`src/rtl/rst_src_pkg.sv`:
```
package rst_src_pkg;
  localparam int unsigned CAUSE_W  = 8;
  localparam int unsigned BIT_POR  = 7;
  localparam int unsigned BIT_EXT  = 6;
  localparam int unsigned BIT_WDG  = 5;
  localparam int unsigned BIT_HOT  = 4;
  localparam int unsigned BIT_LVR  = 3;
  localparam int unsigned BIT_RSV  = 2;
  localparam int unsigned BIT_BUSW = 1;
  localparam int unsigned BIT_PINW = 0;

  typedef logic [CAUSE_W-1:0] cause_t;

  localparam cause_t CAUSE_AT_POR = cause_t'(1 << BIT_POR);
  localparam cause_t CAUSE_LIVE   = ~cause_t'(1 << BIT_RSV);
endpackage

```
`src/rtl/rst_hold_timer.sv`:
```
module rst_hold_timer #(
  parameter int unsigned TRST = 64
) (
  input  logic clk_i,
  input  logic rst_ni,
  input  logic trig_i,
  input  logic vdd_good_i,
  output logic hold_o
);
  localparam int unsigned CNT_W = (TRST > 1) ? $clog2(TRST) : 1;
  localparam logic [CNT_W-1:0] CNT_LAST = CNT_W'(TRST - 1);

  logic             hold_q;
  logic [CNT_W-1:0] cnt_q;

  always_ff @(posedge clk_i or negedge rst_ni) begin
    if (!rst_ni) begin
      hold_q <= 1'b1;
      cnt_q  <= '0;
    end else if (trig_i) begin
      hold_q <= 1'b1;
      cnt_q  <= '0;
    end else if (hold_q) begin
      if (!vdd_good_i) begin
        cnt_q <= '0;
      end else if (cnt_q == CNT_LAST) begin
        hold_q <= 1'b0;
        cnt_q  <= '0;
      end else begin
        cnt_q <= cnt_q + CNT_W'(1);
      end
    end
  end

  assign hold_o = hold_q;

  a_r12_trig_restarts: assert property (@(posedge clk_i) disable iff (!rst_ni)
    trig_i |=> (hold_q && cnt_q == '0));
  a_r2_bad_supply_keeps: assert property (@(posedge clk_i) disable iff (!rst_ni)
    (hold_q && !trig_i && !vdd_good_i) |=> (hold_q && cnt_q == '0));
  a_r2_cnt_bound: assert property (@(posedge clk_i) disable iff (!rst_ni)
    cnt_q <= CNT_LAST);
  a_r2_idle_stays: assert property (@(posedge clk_i) disable iff (!rst_ni)
    (!hold_q && !trig_i) |=> !hold_q);
endmodule

```
`src/rtl/rst_cause_reg.sv`:
```
module rst_cause_reg
  import rst_src_pkg::*;
#(
  parameter int unsigned     ADDR_W   = 5,
  parameter logic [ADDR_W-1:0] REG_ADDR = ADDR_W'(8'h0D)
) (
  input  logic              clk_i,
  input  logic              rst_ni,
  input  cause_t            set_i,
  input  logic              wr_i,
  input  logic [ADDR_W-1:0] addr_i,
  input  cause_t            wdata_i,
  output cause_t            rdata_o
);
  cause_t cause_q;
  cause_t clr_mask;
  logic   hit;

  assign hit      = (addr_i == REG_ADDR);
  assign clr_mask = (wr_i && hit) ? wdata_i : '0;

  always_ff @(posedge clk_i or negedge rst_ni) begin
    if (!rst_ni) cause_q <= CAUSE_AT_POR;
    else         cause_q <= ((cause_q & ~clr_mask) | set_i) & CAUSE_LIVE;
  end

  assign rdata_o = hit ? cause_q : '0;

  a_r9_set_dominates: assert property (@(posedge clk_i) disable iff (!rst_ni)
    (|(set_i & CAUSE_LIVE)) |=> ((cause_q & $past(set_i & CAUSE_LIVE)) == $past(set_i & CAUSE_LIVE)));
  a_r8_w1c_clears: assert property (@(posedge clk_i) disable iff (!rst_ni)
    (wr_i && hit) |=> ((cause_q & $past(wdata_i & ~set_i)) == '0));
  a_r8_quiet_stable: assert property (@(posedge clk_i) disable iff (!rst_ni)
    (!(wr_i && hit) && set_i == '0) |=> $stable(cause_q));
  a_r8_rsv_zero: assert property (@(posedge clk_i) disable iff (!rst_ni)
    !cause_q[BIT_RSV]);
endmodule

```
`src/rtl/rst_src_ctrl.sv`:
```
module rst_src_ctrl
  import rst_src_pkg::*;
#(
  parameter int unsigned       TRST     = 64,
  parameter int unsigned       ADDR_W   = 5,
  parameter logic [ADDR_W-1:0] REG_ADDR = ADDR_W'(8'h0D)
) (
  input  logic              clk_i,
  input  logic              rst_ni,
  input  logic              vdd_good_i,
  input  logic              pin_low_i,
  input  logic              wdog_timeout_i,
  input  logic              wdog_bad_svc_i,
  input  logic              hot_evt_i,
  input  logic              hot_rst_dis_i,
  input  logic              lv_evt_i,
  input  logic              bus_wake_i,
  input  logic              pin_wake_i,
  input  logic              reg_wr_i,
  input  logic [ADDR_W-1:0] reg_addr_i,
  input  logic [7:0]        reg_wdata_i,
  output logic [7:0]        reg_rdata_o,
  output logic              periph_rst_o,
  output logic              pin_drive_low_o
);
  logic   hold;
  logic   int_trig;
  cause_t cause_set;

  // masked over-temperature still records, only the reset is blocked
  assign int_trig = wdog_timeout_i | wdog_bad_svc_i | lv_evt_i |
                    (hot_evt_i & ~hot_rst_dis_i);

  always_comb begin
    cause_set           = '0;
    cause_set[BIT_EXT]  = pin_low_i & ~hold;
    cause_set[BIT_WDG]  = wdog_timeout_i | wdog_bad_svc_i;
    cause_set[BIT_HOT]  = hot_evt_i;
    cause_set[BIT_LVR]  = lv_evt_i;
    cause_set[BIT_BUSW] = bus_wake_i;
    cause_set[BIT_PINW] = pin_wake_i;
  end

  rst_hold_timer #(.TRST(TRST)) u_hold (
    .clk_i      (clk_i),
    .rst_ni     (rst_ni),
    .trig_i     (int_trig),
    .vdd_good_i (vdd_good_i),
    .hold_o     (hold)
  );

  rst_cause_reg #(.ADDR_W(ADDR_W), .REG_ADDR(REG_ADDR)) u_cause (
    .clk_i   (clk_i),
    .rst_ni  (rst_ni),
    .set_i   (cause_set),
    .wr_i    (reg_wr_i),
    .addr_i  (reg_addr_i),
    .wdata_i (reg_wdata_i),
    .rdata_o (reg_rdata_o)
  );

  assign pin_drive_low_o = hold;
  assign periph_rst_o    = hold | pin_low_i;

  a_r11_periph_covers_pin: assert property (@(posedge clk_i) disable iff (!rst_ni)
    pin_drive_low_o |-> periph_rst_o);
  a_r5_masked_hot_quiet: assert property (@(posedge clk_i) disable iff (!rst_ni)
    (hot_evt_i && hot_rst_dis_i && !wdog_timeout_i && !wdog_bad_svc_i && !lv_evt_i && !pin_drive_low_o)
      |=> !pin_drive_low_o);
  a_r6_ext_no_hold: assert property (@(posedge clk_i) disable iff (!rst_ni)
    (pin_low_i && !pin_drive_low_o && !int_trig) |=> !pin_drive_low_o);
endmodule

```
`config.mk`:
```
export PLATFORM = sky130hd
export DESIGN_NAME = rst_src_ctrl
export DESIGN_NICKNAME = d
export VERILOG_FILES = /design/src/rtl/rst_src_pkg.sv /design/src/rtl/rst_hold_timer.sv /design/src/rtl/rst_cause_reg.sv /design/src/rtl/rst_src_ctrl.sv
export SDC_FILE = /design/constraint.sdc
export NUM_CORES = 1
export LEC_CHECK = 0
export BUFFER_PORTS_ARGS = -buffer_cell sky130_fd_sc_hd__buf_2
export CAP_MARGIN = 20
export CORE_UTILIZATION = 35
export CTS_CLUSTER_SIZE = 40
export DETAILED_ROUTE_END_ITERATION = 8
export PLACE_DENSITY_LB_ADDON = 0.08
export SYNTH_ARGS = -nofsm -noshare
export SYNTH_HDL_FRONTEND = slang
export SYNTH_SLANG_ARGS = --single-unit
export TNS_END_PERCENT = 10
```
`constraint.sdc`:
```
create_clock -name clk_i -period 2.85 [get_ports clk_i]
set_input_delay 0.855 -clock clk_i [delete_from_list [all_inputs] [get_ports clk_i]]
set_output_delay 0.855 -clock clk_i [all_outputs]
set_load 0.02 [all_outputs]
```
Word-level counts from Yosys, hierarchy flattened
Index checks and enable logic that the tools add are counted.
{"block": "word_totals", "output_inout_bits": 10, "ff_bits": 14, "word_cells": 29}
{"block": "classes", "n_reduce_logical": 2, "eq_ne": 2, "n_bitwise": 11, "n_mux": 10, "n_addsub": 1}
{"cell": "6-bit 2-to-1 mux", "count": 4}
{"cell": "8-bit 2-to-1 mux", "count": 2}
{"cell": "8-bit bitwise AND", "count": 1}
{"cell": "8-bit NOT", "count": 1}
{"cell": "8-bit by 7-bit bitwise OR with 8-bit output", "count": 1}
{"cell": "6-bit by 1-bit adder with 6-bit output (second input constant)", "count": 1}
{"cell": "6-bit equality test (second input constant)", "count": 1}
{"cell": "5-bit by 4-bit equality test with 1-bit output (second input constant)", "count": 1}
{"cell": "1-bit 2-to-1 mux", "count": 4}
{"cell": "1-bit bitwise OR", "count": 4}
{"cell": "1-bit bitwise AND", "count": 2}
{"cell": "1-bit NOT", "count": 2}
{"cell": "2-bit nonzero test", "count": 1}
{"cell": "1-bit logical AND", "count": 1}

Longest topological paths before layout
{"block": "depth", "word_depth": 6, "ltp_mapped": 5, "ltp_nobuf": 5}

Hierarchy
From an unflattened synthesis, not the netlist that was laid out.
{"block": "hier_totals", "hier_cells": 89, "hier_area_um2": 853.3}
{"mod": "rst_cause_reg", "cells_per_inst": 41, "area_each_um2": 409.1, "instances": 1}
{"mod": "rst_hold_timer", "cells_per_inst": 42, "area_each_um2": 406.6, "instances": 1}
{"mod": "rst_src_ctrl", "cells_per_inst": 6, "area_each_um2": 37.5, "instances": 1}

Least setup slack after synthesis
OpenSTA, ideal clock, no wires.
{"block": "synth_timing", "path_kind": "input -> output", "start": "input port reg_addr_i[4]", "end": "output port reg_rdata_o[0]", "arrival_ns": 1.568, "cell_stages": 3, "path_slack_ns": 0.427, "required_time_ns": 1.995, "path_cell_list": "nand2b_4 nor3_1 and2_1"}
{"block": "synth_via", "elab_chain_len": 2}
{"element": "from (decl)", "line_no": "rst_src_ctrl.sv:20", "source": "input logic [ADDR_W-1:0] reg_addr_i,"}
{"element": "5-bit by 4-bit equality test with 1-bit output", "line_no": "rst_cause_reg.sv:19", "source": "assign hit = (addr_i == REG_ADDR);"}
{"element": "8-bit 2-to-1 mux", "line_no": "rst_cause_reg.sv:27", "source": "assign rdata_o = hit ? cause_q : '0;"}
{"element": "to (decl)", "line_no": "rst_src_ctrl.sv:22", "source": "output logic [7:0] reg_rdata_o,"}
Every way passes these cells.

Worst setup path in the final report
{"block": "layout_timing", "start": "input port reg_addr_i[4]", "end": "output port reg_rdata_o[5]"}
The elaborated chain is that of the path after synthesis.

==> summary by stage <==
Outcome
The flow ran to the end, and the final reports show no timing, DRC or antenna violations.

Timing
The number of failing hold endpoints at the final stage is 0. In the finished design, the share of the clock period the worst path needs comes to 88.5%. The setup slack of the critical path after layout is roughly 0.33 ns.

Setup repair after global routing left no endpoint under its margin. Subtracting the final worst setup slack from the clock period gives around 2.5 ns. The maximum clock skew at final layout is 0.00106 ns. The total count of max-transition violations in the final report is 0. The peak clock frequency supported by timing is about 0.40 GHz. Setup violations remaining at the end of the flow were counted as 0. The final total negative setup slack is 0 ns.

Global route
The wire length of the first global-routing pass is 2.99 mm. The via count of the first global-routing pass is 700. Entering global routing, the biggest net connects 15 pins.

For this run, the total global-route usage over all layers was measured as 16.0%. The number of antenna violations at the first check in global routing came to 0. The remaining global-route overflow is 0.

Worst setup path
By instance count, the cell type seen most on the critical path is buf_2. The signal on the critical path passes through buf_2, nand2b_4, nor3_1, buf_4, and2_1, buf_2. For this run, the slowest stage of the critical path takes 0.17 ns. The number of cells on the worst reg-to-reg path is 5. For the worst setup path, the data arrival time is about 1.7 ns. The largest individual stage delay along the critical path comes from the cell buf_4. The worst setup path is launched from an input pin. The category of the most critical setup path is input pin to primary output. STA classifies the critical path endpoint as a primary output. STA puts the critical path data required time at 2.00 ns.

The maximum fanout encountered on the critical timing path is 7.

Detailed routing
In the final routed layout, each cell accounts on average for 11.8 um. Summed over all layers, the routed wires come to about 1.6 mm. The detailed router placed 684 vias in this run.

The detailed router finished its first iteration with 6 violations. In this run the remaining antenna-violating nets after routing total 0. The via-per-instance ratio is 4.99. After detailed routing, the number of remaining DRC violations is 0. The first-pass iteration count of the detailed router is 4.

Cells and area
The signed area change from the synthesized netlist to the final layout is 28.4%. The share of final-layout standard cells stronger than drive strength 1 is 42.7%. The most common cell after layout, fill and taps aside is buf_2. The filler cell count is 217.

In the final layout, the multi-input gates occupy 397 sq um. The number of diodes is 0. The register cell area after layout is about 350 sq um. The library cells used most frequently in the layout, excluding fill and tap cells, are buf_2 (32), nand2_1 (12), dfrtp_1 (12), and2_1 (9), a21o_1 (5). The net total in the final layout is 137.

Synthesis
Sequential cells were found to cover a little under half of the synthesized design area. The average size of a mapped cell is 10.3 sq um. The warning count from the yosys run is 0. The async set or reset register ratio after synthesis is 100%.

The number of enable flip-flop cells after synthesis is 0. After synthesis the netlist holds a flip-flop and latch count of 14. The synthesized instance count is 75.

The number of nets in the synthesized netlist is a little over 100. The predominant post-synthesis flop cell is dfrtp_1. In this run the cell area of the synthesized design comes to just under 800 sq um. The number of different library cells used by synthesis comes to 32.

Power
Cell internal power was estimated by the tool at 295 uW. Per report_power, the combinational group accounts for 9.5% of the total. Summed over all cells, the static leakage comes to 0.463 nW.

IR analysis of the VDD net gives a maximum drop of a little under 0.3 mV. Dividing total power by cell area gives a power density of 382 mW/mm^2. The relative contribution of sequential cells to total power is 53.0%. Of the total power, the share spent switching nets is between 20% and 30%.

The switching power is 83.7 uW. The clock share of power is 37.5%.

Clock network
The clock reaches the later pin of the worst-skew pair after 0.27 ns. The deepest level of the CTS H-tree is 1. The clock net in this run drives a total of 14 sinks. The post-cts repair resize count is 0.

In this run, CTS created clock tree buffers numbering 3. The total of hold buffers inserted after clock tree synthesis is 0. Clock-pin slew was measured on the worst setup and hold paths at 0.09 ns. The number of buffers on the longest clock path is 2. The number of buffers inserted by post-CTS setup repair is 0. The clock root buffer is clkbuf_4. TritonCTS built the clock tree.

Place
Before CTS, the worst setup slack after placement is 0.334 ns. Once detailed placement completed, the half-perimeter wirelength came to 1.28 mm. The global placement routability congestion is just under 0.7.

The number of buffer cells added on primary ports is 32.

Die
The floorplan step defined a core boundary enclosing about 0.0020 sq mm. The starting utilization of the core area is 38.2%. The number of placement rows is 16. The number of top-level design ports is 35.

The die is between 40 and 50 um tall. The die area is 0.00240 sq mm. Measured along the x axis, the die boundary spans around 50 um.

Run
Max-cap violations in this run came to 0.

Min path
The class of the worst hold path is input pin to async pin.
==> per-layer routing <==
| metal | global-route usage, % | part of all wire [%] |
|---|---|---|
| met3 | 3.43 | 5.8 |
| met5 | 0 | 0 |
| met4 | 4.41 | 0.49 |
| met1 | 20.2 | 48 |
| met2 | 27.5 | 46 |
==> per-stage QoR <==
step / hold WS, ns / std cells / utilization [%] / total power, mW / cell area (sq um)
floorplan: 0.441 / 75 / - / 0.217 / 772
global placement: 0.451 / 133 / 47.2 / 0.241 / 955
detailed placement: 0.458 / 133 / 47.2 / 0.241 / 955
CTS: 0.459 / 137 / 49.0 / 0.386 / 991
global route: 0.477 / 137 / 49.0 / 0.397 / 991
finish: 0.455 / 137 / 49.0 / 0.379 / 991
==> critical path, delay by kind of cell <==
family / cells / cell delay [ns]
AND/OR/NAND/NOR: 3 / 0.40
buffers and inverters: 3 / 0.41
==> path summary, 6_finish.rpt <==
path,from,endpoint,slack [ns]
max,reg_addr_i[4],reg_rdata_o[5],0.33
min,rst_ni,u_cause.cause_q[0],0.45
max reg2reg,u_hold.cnt_q[0],u_hold.cnt_q[3],1.36
min reg2reg,u_cause.cause_q[0],u_cause.cause_q[0],0.47
max in group asynchronous,rst_ni,u_hold.hold_o,2.11
min in group clk_i,u_cause.cause_q[0],u_cause.cause_q[0],0.47
==> power by group through the flow <==
stage / Clock [mW] / Sequential, mW / Combinational [mW]
floorplan: 0 / 0.204 / 0.0132
finish: 0.142 / 0.201 / 0.0359
CTS: 0.149 / 0.201 / 0.0367
global placement: 0 / 0.204 / 0.0362
global route: 0.156 / 0.201 / 0.0402
detailed placement: 0 / 0.204 / 0.0365
==> cell families after synthesis <==
family | count (synthesis) | share of synthesized area [%]
adder cells (fa/ha/maj) | 1 | 1.62
flip-flops | 14 | 45.7
buffers and inverters | 3 | 2.92
AO/OA/AOI/OAI | 17 | 17.3
AND/OR/NAND/NOR | 39 | 31.9
other | 1 | 0.486
==> area by class of cell <==
class | instances | area share, %
inverters | 1 | 0.379
flip-flops and latches | 14 | 35.6
clock buffers | 4 | 3.66
repair buffers | 33 | 16.9
multi-input cells | 58 | 40.0
well taps | 27 | 3.41
==> registers in the layout, summed over array words and instances, names as in the netlist <==
name and count:
u_hold.hold_o 1, u_hold.cnt_q 6, u_cause.cause_q 7
==> synthesized netlist by cell type (all sizes together) (2+ instances only) <==
master	n	area, sq um
dfrtp	12	300
nand2	12	45.0
and2	9	56.3
a21o	5	37.5
nor2	4	15.0
a22o	3	27.5
nor4	3	31.3
buf	2	18.8
dfstp	2	52.6
nand2b	2	20.0
nand3	2	10.0
nor4b	2	32.5
o21ai	2	10.0
or2	2	12.5
Note: power is estimated with default switching activity, not from simulation.
